===== src/rtl/fpgm_pkg.sv =====
package fpgm_pkg;

    localparam logic [15:0] UNLOCK_A = 16'h5555;
    localparam logic [15:0] UNLOCK_B = 16'h2AAA;

    localparam logic [1:0] OP_READ  = 2'b00;
    localparam logic [1:0] OP_PROG  = 2'b01;
    localparam logic [1:0] OP_ERASE = 2'b10;

    typedef enum logic [1:0] {
        PH_IDLE, PH_SETUP, PH_ACT, PH_REC
    } phase_t;

    typedef enum logic [2:0] {
        ST_IDLE, ST_WLAUNCH, ST_WWAIT, ST_RLAUNCH, ST_RWAIT, ST_FIN
    } state_t;

    typedef struct packed {
        logic        use_tgt;
        logic [15:0] ua;
        logic [7:0]  d;
    } step_t;

    function automatic logic [2:0] seq_last(input logic [1:0] op);
        return (op == OP_ERASE) ? 3'd5 : 3'd3;
    endfunction

    function automatic step_t seq_step(input logic [1:0] op,
                                       input logic [2:0] idx,
                                       input logic [7:0] wd);
        step_t s;
        s.use_tgt = 1'b0;
        s.ua      = UNLOCK_A;
        s.d       = 8'hAA;
        case (idx)
            3'd0: ;
            3'd1, 3'd4: begin s.ua = UNLOCK_B; s.d = 8'h55; end
            3'd2: s.d = (op == OP_ERASE) ? 8'h80 : 8'hA0;
            3'd3: if (op != OP_ERASE) begin s.use_tgt = 1'b1; s.d = wd; end
            default: s.d = 8'h10;
        endcase
        return s;
    endfunction

endpackage


===== src/rtl/fpgm_bus_cycle.sv =====
module fpgm_bus_cycle
    import fpgm_pkg::*;
#(
    parameter int AW     = 20,
    parameter int WE_LO  = 2,
    parameter int WE_HI  = 1,
    parameter int RD_DLY = 2
) (
    input  logic          clk,
    input  logic          rst,
    input  logic          start,
    input  logic          is_wr,
    input  logic [AW-1:0] addr,
    input  logic [7:0]    wdata,
    output logic          cyc_done,
    output logic [7:0]    rdata,
    output logic [AW-1:0] fl_addr,
    output logic [7:0]    fl_dout,
    output logic          fl_dout_en,
    input  logic [7:0]    fl_din,
    output logic          fl_ce_n,
    output logic          fl_we_n,
    output logic          fl_oe_n
);
    localparam int MAXL = (WE_LO > WE_HI) ? ((WE_LO > RD_DLY) ? WE_LO : RD_DLY)
                                          : ((WE_HI > RD_DLY) ? WE_HI : RD_DLY);
    localparam int CW = $clog2(MAXL + 1);
    localparam logic [CW-1:0] LAST_W   = CW'(WE_LO - 1);
    localparam logic [CW-1:0] LAST_R   = CW'(RD_DLY - 1);
    localparam logic [CW-1:0] LAST_REC = CW'(WE_HI - 1);

    phase_t        phase;
    logic [CW-1:0] cnt;
    logic          wr_q;
    logic [AW-1:0] addr_q;
    logic [7:0]    data_q;
    logic [CW-1:0] act_last;

    assign act_last = wr_q ? LAST_W : LAST_R;

    always_ff @(posedge clk) begin
        if (rst) begin
            phase  <= PH_IDLE;
            cnt    <= '0;
            wr_q   <= 1'b0;
            addr_q <= '0;
            data_q <= '0;
            rdata  <= '0;
        end else begin
            case (phase)
                PH_IDLE: if (start) begin
                    phase  <= PH_SETUP;
                    wr_q   <= is_wr;
                    addr_q <= addr;
                    data_q <= wdata;
                    cnt    <= '0;
                end
                PH_SETUP: phase <= PH_ACT;
                PH_ACT: begin
                    if (cnt == act_last) begin
                        if (!wr_q) rdata <= fl_din;
                        cnt   <= '0;
                        phase <= PH_REC;
                    end else begin
                        cnt <= cnt + 1'b1;
                    end
                end
                default: begin
                    if (cnt == LAST_REC) begin
                        cnt   <= '0;
                        phase <= PH_IDLE;
                    end else begin
                        cnt <= cnt + 1'b1;
                    end
                end
            endcase
        end
    end

    assign cyc_done   = (phase == PH_REC) && (cnt == LAST_REC);
    assign fl_ce_n    = !((phase == PH_SETUP) || (phase == PH_ACT));
    assign fl_we_n    = !((phase == PH_ACT) && wr_q);
    assign fl_oe_n    = !((phase == PH_ACT) && !wr_q);
    assign fl_dout_en = wr_q && (phase != PH_IDLE);
    assign fl_addr    = addr_q;
    assign fl_dout    = data_q;

endmodule


===== src/rtl/fpgm_poll_eval.sv =====
module fpgm_poll_eval (
    input  logic mode,
    input  logic have_prev,
    input  logic prev_b6,
    input  logic rd_b6,
    input  logic rd_b7,
    input  logic exp_b7,
    output logic complete
);
    always_comb begin
        if (mode) complete = (rd_b7 == exp_b7);
        else      complete = have_prev && (rd_b6 == prev_b6);
    end
endmodule


===== src/rtl/fpgm_seq.sv =====
module fpgm_seq
    import fpgm_pkg::*;
#(
    parameter int AW     = 20,
    parameter int PW     = 16,
    parameter int WE_LO  = 2,
    parameter int WE_HI  = 1,
    parameter int RD_DLY = 2
) (
    input  logic          clk,
    input  logic          rst,
    input  logic          req_valid,
    output logic          req_ready,
    input  logic [1:0]    req_op,
    input  logic          req_mode,
    input  logic [AW-1:0] req_addr,
    input  logic [7:0]    req_wdata,
    input  logic [PW-1:0] cfg_poll_limit,
    output logic          resp_done,
    output logic          resp_timeout,
    output logic [7:0]    resp_rdata,
    output logic [AW-1:0] fl_addr,
    output logic [7:0]    fl_dout,
    output logic          fl_dout_en,
    input  logic [7:0]    fl_din,
    output logic          fl_ce_n,
    output logic          fl_we_n,
    output logic          fl_oe_n
);
    state_t        state;
    logic [1:0]    op_q;
    logic          mode_q;
    logic [AW-1:0] addr_q;
    logic [7:0]    wdata_q;
    logic [PW-1:0] lim_q;
    logic [PW-1:0] poll_cnt;
    logic [2:0]    step_q;
    logic          have_prev, prev_b6;

    step_t         step;
    logic [AW-1:0] step_addr;
    logic          cyc_start, cyc_done;
    logic [7:0]    cyc_rdata;
    logic          is_rdop, complete, exp_b7, lim_hit;

    assign step      = seq_step(op_q, step_q, wdata_q);
    assign step_addr = step.use_tgt ? addr_q : {{(AW-16){1'b0}}, step.ua};
    assign cyc_start = (state == ST_WLAUNCH) || (state == ST_RLAUNCH);
    assign is_rdop   = (op_q == OP_READ) || (op_q == 2'b11);
    assign exp_b7    = (op_q == OP_ERASE) ? 1'b1 : wdata_q[7];
    assign lim_hit   = ({1'b0, poll_cnt} + 1'b1) >= {1'b0, lim_q};
    assign req_ready = (state == ST_IDLE);

    fpgm_bus_cycle #(.AW(AW), .WE_LO(WE_LO), .WE_HI(WE_HI), .RD_DLY(RD_DLY)) bus_i (
        .clk(clk), .rst(rst),
        .start(cyc_start), .is_wr(state == ST_WLAUNCH),
        .addr((state == ST_WLAUNCH) ? step_addr : addr_q), .wdata(step.d),
        .cyc_done(cyc_done), .rdata(cyc_rdata),
        .fl_addr(fl_addr), .fl_dout(fl_dout), .fl_dout_en(fl_dout_en),
        .fl_din(fl_din), .fl_ce_n(fl_ce_n), .fl_we_n(fl_we_n), .fl_oe_n(fl_oe_n)
    );

    fpgm_poll_eval eval_i (
        .mode(mode_q), .have_prev(have_prev), .prev_b6(prev_b6),
        .rd_b6(cyc_rdata[6]), .rd_b7(cyc_rdata[7]), .exp_b7(exp_b7),
        .complete(complete)
    );

    always_ff @(posedge clk) begin
        if (rst) begin
            state        <= ST_IDLE;
            op_q         <= OP_READ;
            mode_q       <= 1'b0;
            addr_q       <= '0;
            wdata_q      <= '0;
            lim_q        <= '0;
            poll_cnt     <= '0;
            step_q       <= '0;
            have_prev    <= 1'b0;
            prev_b6      <= 1'b0;
            resp_done    <= 1'b0;
            resp_timeout <= 1'b0;
            resp_rdata   <= '0;
        end else begin
            resp_done    <= 1'b0;
            resp_timeout <= 1'b0;
            case (state)
                ST_IDLE: if (req_valid) begin
                    op_q      <= req_op;
                    mode_q    <= req_mode;
                    addr_q    <= req_addr;
                    wdata_q   <= req_wdata;
                    lim_q     <= (cfg_poll_limit == '0) ? PW'(1) : cfg_poll_limit;
                    step_q    <= '0;
                    poll_cnt  <= '0;
                    have_prev <= 1'b0;
                    state     <= ((req_op == OP_PROG) || (req_op == OP_ERASE))
                                 ? ST_WLAUNCH : ST_RLAUNCH;
                end
                ST_WLAUNCH: state <= ST_WWAIT;
                ST_WWAIT: if (cyc_done) begin
                    if (step_q == seq_last(op_q)) state <= ST_RLAUNCH;
                    else begin
                        step_q <= step_q + 3'd1;
                        state  <= ST_WLAUNCH;
                    end
                end
                ST_RLAUNCH: state <= ST_RWAIT;
                ST_RWAIT: if (cyc_done) begin
                    resp_rdata <= cyc_rdata;
                    have_prev  <= 1'b1;
                    prev_b6    <= cyc_rdata[6];
                    if (is_rdop || complete) begin
                        resp_done <= 1'b1;
                        state     <= ST_FIN;
                    end else if (lim_hit) begin
                        resp_timeout <= 1'b1;
                        state        <= ST_FIN;
                    end else begin
                        poll_cnt <= poll_cnt + 1'b1;
                        state    <= ST_RLAUNCH;
                    end
                end
                default: state <= ST_IDLE;
            endcase
        end
    end

endmodule


===== config.mk =====
export PLATFORM = sky130hd
export DESIGN_NAME = fpgm_seq
export DESIGN_NICKNAME = d
export VERILOG_FILES = /design/src/rtl/fpgm_pkg.sv /design/src/rtl/fpgm_bus_cycle.sv /design/src/rtl/fpgm_poll_eval.sv /design/src/rtl/fpgm_seq.sv
export SDC_FILE = /design/constraint.sdc
export NUM_CORES = 1
export LEC_CHECK = 0
export CAP_MARGIN = 20
export CORE_MARGIN = 5
export CORE_UTILIZATION = 40
export DETAILED_ROUTE_END_ITERATION = 12
export DONT_BUFFER_PORTS = 1
export GPL_TIMING_DRIVEN = 1
export PLACE_DENSITY = 0.67
export SLEW_MARGIN = 25
export SYNTH_ARGS = -nofsm -noshare
export SYNTH_HDL_FRONTEND = slang
export SYNTH_SLANG_ARGS = --single-unit
export TNS_END_PERCENT = 100

===== constraint.sdc =====
create_clock -name clk -period 3 [get_ports clk]
set_input_delay 0.6 -clock clk [delete_from_list [all_inputs] [get_ports clk]]
set_output_delay 0.6 -clock clk [all_outputs]
set_load 0.03 [all_outputs]

Word level (Yosys, flattened, before mapping)
Index checks and enable logic that the tools add are counted.

cells by class
  equal/unequal tests = 28
  magnitude comparators = 1
  add/sub/neg operators = 4
  reductions and logical operators = 37
  multiplexer cells = 42
  bitwise operators = 4

operators by type and width
  cell                                                                     number
  16-bit 2-to-1 mux                                                        5
  20-bit 2-to-1 mux                                                        2
  16-bit one-hot mux with 2 select lines                                   1
  8-bit one-hot mux with 4 select lines                                    1
  3-bit 2-to-1 mux                                                         9
  16-bit by 1-bit adder with 17-bit output, second input constant          1
  17-bit by 16-bit >= comparator with 1-bit output                         1
  16-bit by 1-bit adder with 16-bit output, second input constant          1
  16-bit zero test                                                         1
  2-bit 2-to-1 mux                                                         8
  15-bit 2-to-1 mux                                                        1
  3-bit one-hot mux with 5 select lines                                    1
  3-bit by 2-bit == test with 1-bit output, second input constant          4
  2-bit one-hot mux with 3 select lines                                    2
  3-bit AND reduction                                                      4
  2-bit == test, second input constant                                     5
  2-bit inequality test, second input constant                             5
  1-bit 2-to-1 mux                                                         8
  8-bit 2-to-1 mux                                                         1
  2-bit by 1-bit inequality test with 1-bit output, second input constant  4
  2-bit AND reduction                                                      4
  2-bit by 1-bit == test with 1-bit output, second input constant          3
  3-bit by 1-bit == test with 1-bit output, second input constant          2
  3-bit == test, second input constant                                     2
  other kinds (20)                                                         40

word-level totals
  input bits = 58
  bits in registers = 122

Logic depth before layout (Yosys ltp)
  depth after elaboration = 8
  mapped depth = 14

By module
A second synthesis with hierarchy kept.

unflattened totals
  cell total of the unflattened synthesis = 720
  area, all modules = 5729.2 um^2

by module, submodules not included
  module          times used  sequential area each (um^2)  cells each  area each (um^2)
  fpgm_seq        1           1601.5                       517         4041.4
  fpgm_bus_cycle  1           820.8                        199         1655.3
  fpgm_poll_eval  1           0.0                          4           32.5

Worst setup path after synthesis
No wires, ideal clock.

  path type = register to register
  start point = register poll_cnt[2]
  end point = register poll_cnt[6]
  stages on the path, launching flop included = 15
  data required time = 2.883 ns
  setup slack = 0.099 ns
  arrival time = 2.784 ns
  setup time = 0.117 ns
  path buffers = 1
  cells stage by stage = dfxtp_1 -> nand3_1 -> or3_1 -> nor2_1 -> nand2_1 -> xnor2_1 -> ha_1 -> a21oi_1 -> nand2_1 -> a21oi_1 -> o21a_1 -> nand3_2 -> o21a_2 -> buf_6 -> a22o_1

on the way
  longest elaborated chain between the ends = 5
  elaborated cells between the ends (all ways) = 9
  those cells by class = 2 x add/sub; 1 x order compare; 1 x eq/ne; 4 x mux; 1 x reduce/logical

RTL lines
  element                                                                           RTL line         RTL
  from (decl)                                                                       fpgm_seq.sv:36   logic [PW-1:0] poll_cnt;
  from (signal assigned)                                                            fpgm_seq.sv:120  poll_cnt <= poll_cnt + 1'b1;
  branches (longest 5 deep; another with 16-bit by 1-bit adder with 17-bit output)  -

Several ways; the timed one is not identified. The select of a mux whose other input is x is not followed.
A chain may end at the register's enable or synchronous reset.

Worst setup path in the final report
  start point = register poll_cnt[1]
  end point = register poll_cnt[8]

Same word-level chain as after synthesis.

==> flow_summary.yaml <==
min_path:
  hold_path_class: "in2reg"
routing:
  drc_errors: 0
  first_pass_iters: 4
  ant_nets: 0
  wl_per_cell_um: 15.99
  wirelength_mm: 14.37
  vias: 4831
  routed_via_density: 5.374
  drt-initial-drc-count: 197
clock_network:
  clk_pin_slew_ps: 60
  tritoncts: "built"
  cts-root-buf: "clkbuf_16"
  clock_latency_ps: 420
  htreeDepth: 4
  cts_buffers: 17
  clock_path_buffers: 2
  clock_sinks: 121
yosys:
  yosysWarnings: 0
  ys.flop_type: "dfxtp_1"
  synth_edf_count: 0
  netlist_area_um2: 5579
  synthCells: 682
  yosysUniqueCellTypes: 51
  syn_nets: 771
  seq_area_frac_synth_pct: 43.42
  avgSynthCellArea_um2: 8.181
  synthArstFlopShare_pct: 0
  synth-seq-cells: 121
timing:
  rsz0062_at_grt: "yes"
  clock_skew_ps: 6.575
  min_period_ps: 3129
  tightest_slew_ps: 852.9
  fmax_ghz: 0.3196
  drv_slew: 0
  setup_violations: 11
  setup_slack_ps: -129.1
  relSlewSlack_pct: 42.70
  min_period_over_period_pct: 104.3
  hold_violations: 0
critical_path:
  worst_path_most_repeated_cell: "buf_6"
  worstPathArrival_ps: 3430
  startpoint_type: "flip-flop"
  required_ps: 3300
  crit_chain: "nand3_2 -> or3_4 -> buf_6 -> xnor2_2 -> ha_1 -> nand2_1 -> o21ai_2 -> buf_4 -> a41oi_2 -> o41a_2 -> buf_6 -> nand4_1 -> buf_6 -> nor2_2 -> a211o_1"
  crit_family: "compound AO/OA/AOI/OAI gates"
  critPathKind: "reg2reg"
  cp_max_fo: 5
  crit_buf_inv: 4
  cp_slowest_cell: "o41a_2"
  crit_path_end_kind: "flip-flop"
  cp_slowest_stage_delay_ps: 520
die:
  start_util_pct: 40.51
  num_io_pins: 101
  core_area_um2: 13770
  die_x_um: 128.1
  die_h_um: 128.1
  rows: 43
  dieArea_um2: 16410
global_routing:
  grt_pass1_wl_mm: 23.39
  met3_usage_pct: 6.500
  grt_use_met1_pct: 19.41
  grtUsageMet2_pct: 31.42
  gr-total-overflow: 0
  antenna_found_initial: 0
  top_usage_layer: "met2"
  grt_pass1_vias: 4890
  grt_util_all_layers_pct: 17.56
  grt_max_degree: 109
layout:
  final_nets: 795
  area_growth_pct: 20.07
  drive_above_1_share_pct: 17.52
  multi_input_area_um2: 3015
  post_layout_nonfiller_instances: 899
  utilization_pct: 48.64
  diodes: 0
  fillers: 1341
  final-seq-area_um2: 2434
placed_design:
  hpwlAfterDp_mm: 9.886
  gp_congestion: 0.8832
  dp.cells: 854
  portBuffers: 0
  dp_slack_ps: -280.6
job:
  max_cap_viol_count: 0
pwr:
  p_per_area_nw_per_um2: 691.8
  peakVddDrop_v: 0.0004060
  power_mw: 4.634
  p_leak_nw: 2.598
run_status:
  status: "finished with violations"
  violations: "setup timing"
metal layers:
layer / wire (µm) / vias up
li1: - / 2382
met1: 5590 / 2298
met2: 7474 / 129
met3: 1051 / 22
met4: 255 / 0
met5: 0 / -
placed cells by master, fill, tap and decap left out, types with 3 or more instances in the layout:
cell	count
mux2i_1	9
nand4_1	5
inv_1	28
a311oi_1	5
a22o_1	9
nand2_1	161
dfxtp_2	3
nor4_1	5
nand3_2	3
nor2_2	5
a311oi_2	8
a21o_1	3
nor2b_1	4
nor2_1	50
a21oi_1	81
clkbuf_16	17
nand2b_1	4
buf_4	40
dfxtp_1	116
xor2_1	5
and3_1	5
ha_1	30
a21oi_2	5
nand3_1	12
nor3_1	8
inv_6	7
or2_2	3
buf_6	4
o211ai_1	9
a211oi_1	8
xnor2_1	7
o21ai_0	12
cell families (layout without fill, tap and decap cells):
family,Yosys count,count (layout),share of synthesized area (%)
compound gates,155,156,18.26
xor+xnor,15,15,2.355
fa+ha+maj,31,31,6.952
buf+inv,68,104,5.360
flops,121,121,43.42
mux,11,11,2.018
simple gates,281,281,21.64
cell usage after synthesis (10+ instances only):
master    count  area share, %
nand2_1     162             11
dfxtp_1     121             43
a21oi_1      86            7.7
nor2_1       54            3.6
ha_1         31            7.0
inv_1        28            1.9
clkbuf_1     24            1.6
nand3_1      15            1.3
o21ai_0      13            1.2
buf_2        11           0.99
nor3_1       10           0.90
area by class of cell:
cell class | count | area share [%]
Multi-Input combinational cell | 494 | 45.01
Clock inverter | 13 | 1.961
Timing Repair Buffer | 44 | 5.155
Clock buffer | 19 | 6.612
Tap cell | 180 | 3.362
Sequential cell | 121 | 36.33
Inverter | 28 | 1.569
where the power goes:
| group | leakage [nW] | internal [mW] | switching [mW] |
|---|---|---|---|
| sequential | 0.988 | 1.73 | 0.179 |
| clock | 0.278 | 1.18 | 0.791 |
| combinational | 1.33 | 0.262 | 0.484 |
final timing paths:
check	start	to	slack, ps	cells past startpoint
max	poll_cnt[1]	poll_cnt[8]	-130	15
min	rst	lim_q[4]	260	1
max reg2reg	poll_cnt[1]	poll_cnt[8]	-130	15
min reg2reg	lim_q[11]	lim_q[11]	450	2
what timing repair did:
| action | in CTS | in global routing |
|---|---|---|
| hold buffers | 0 | 0 |
| resized for setup | 26 | 13 |
| cloned | 1 | 0 |
| endpoints found under the setup margin | 16 | 19 |
| hold endpoints to repair | 0 | 0 |
| buffers inserted | 10 | 2 |
| pin swaps | 12 | 8 |
stage by stage:
| stage | setup TNS (ps) | cell area, µm² | hold slack (ps) |
|---|---|---|---|
| floorplan | 0 | 5579 | 431.6 |
| global placement | -4771 | 5856 | 431.7 |
| detailed placement | -3594 | 5861 | 442.8 |
| CTS | -258.8 | 6623 | 241.7 |
| global route | -2746 | 6699 | 234.3 |
| finish | -627.2 | 6699 | 258.8 |
state kept, by name, indices dropped and copies added (netlist names):
name,flops
addr_q,20
op_q,2
bus_i.phase,2
wdata_q,8
bus_i.rdata,8
have_prev,1
resp_done,1
resp_rdata,8
bus_i.fl_dout,8
mode_q,1
resp_timeout,1
poll_cnt,16
step_q,3
lim_q,16
bus_i.wr_q,1
bus_i.fl_addr,20
bus_i.cnt,2
state,3
No activity file was read; power rests on OpenSTA's default activity.
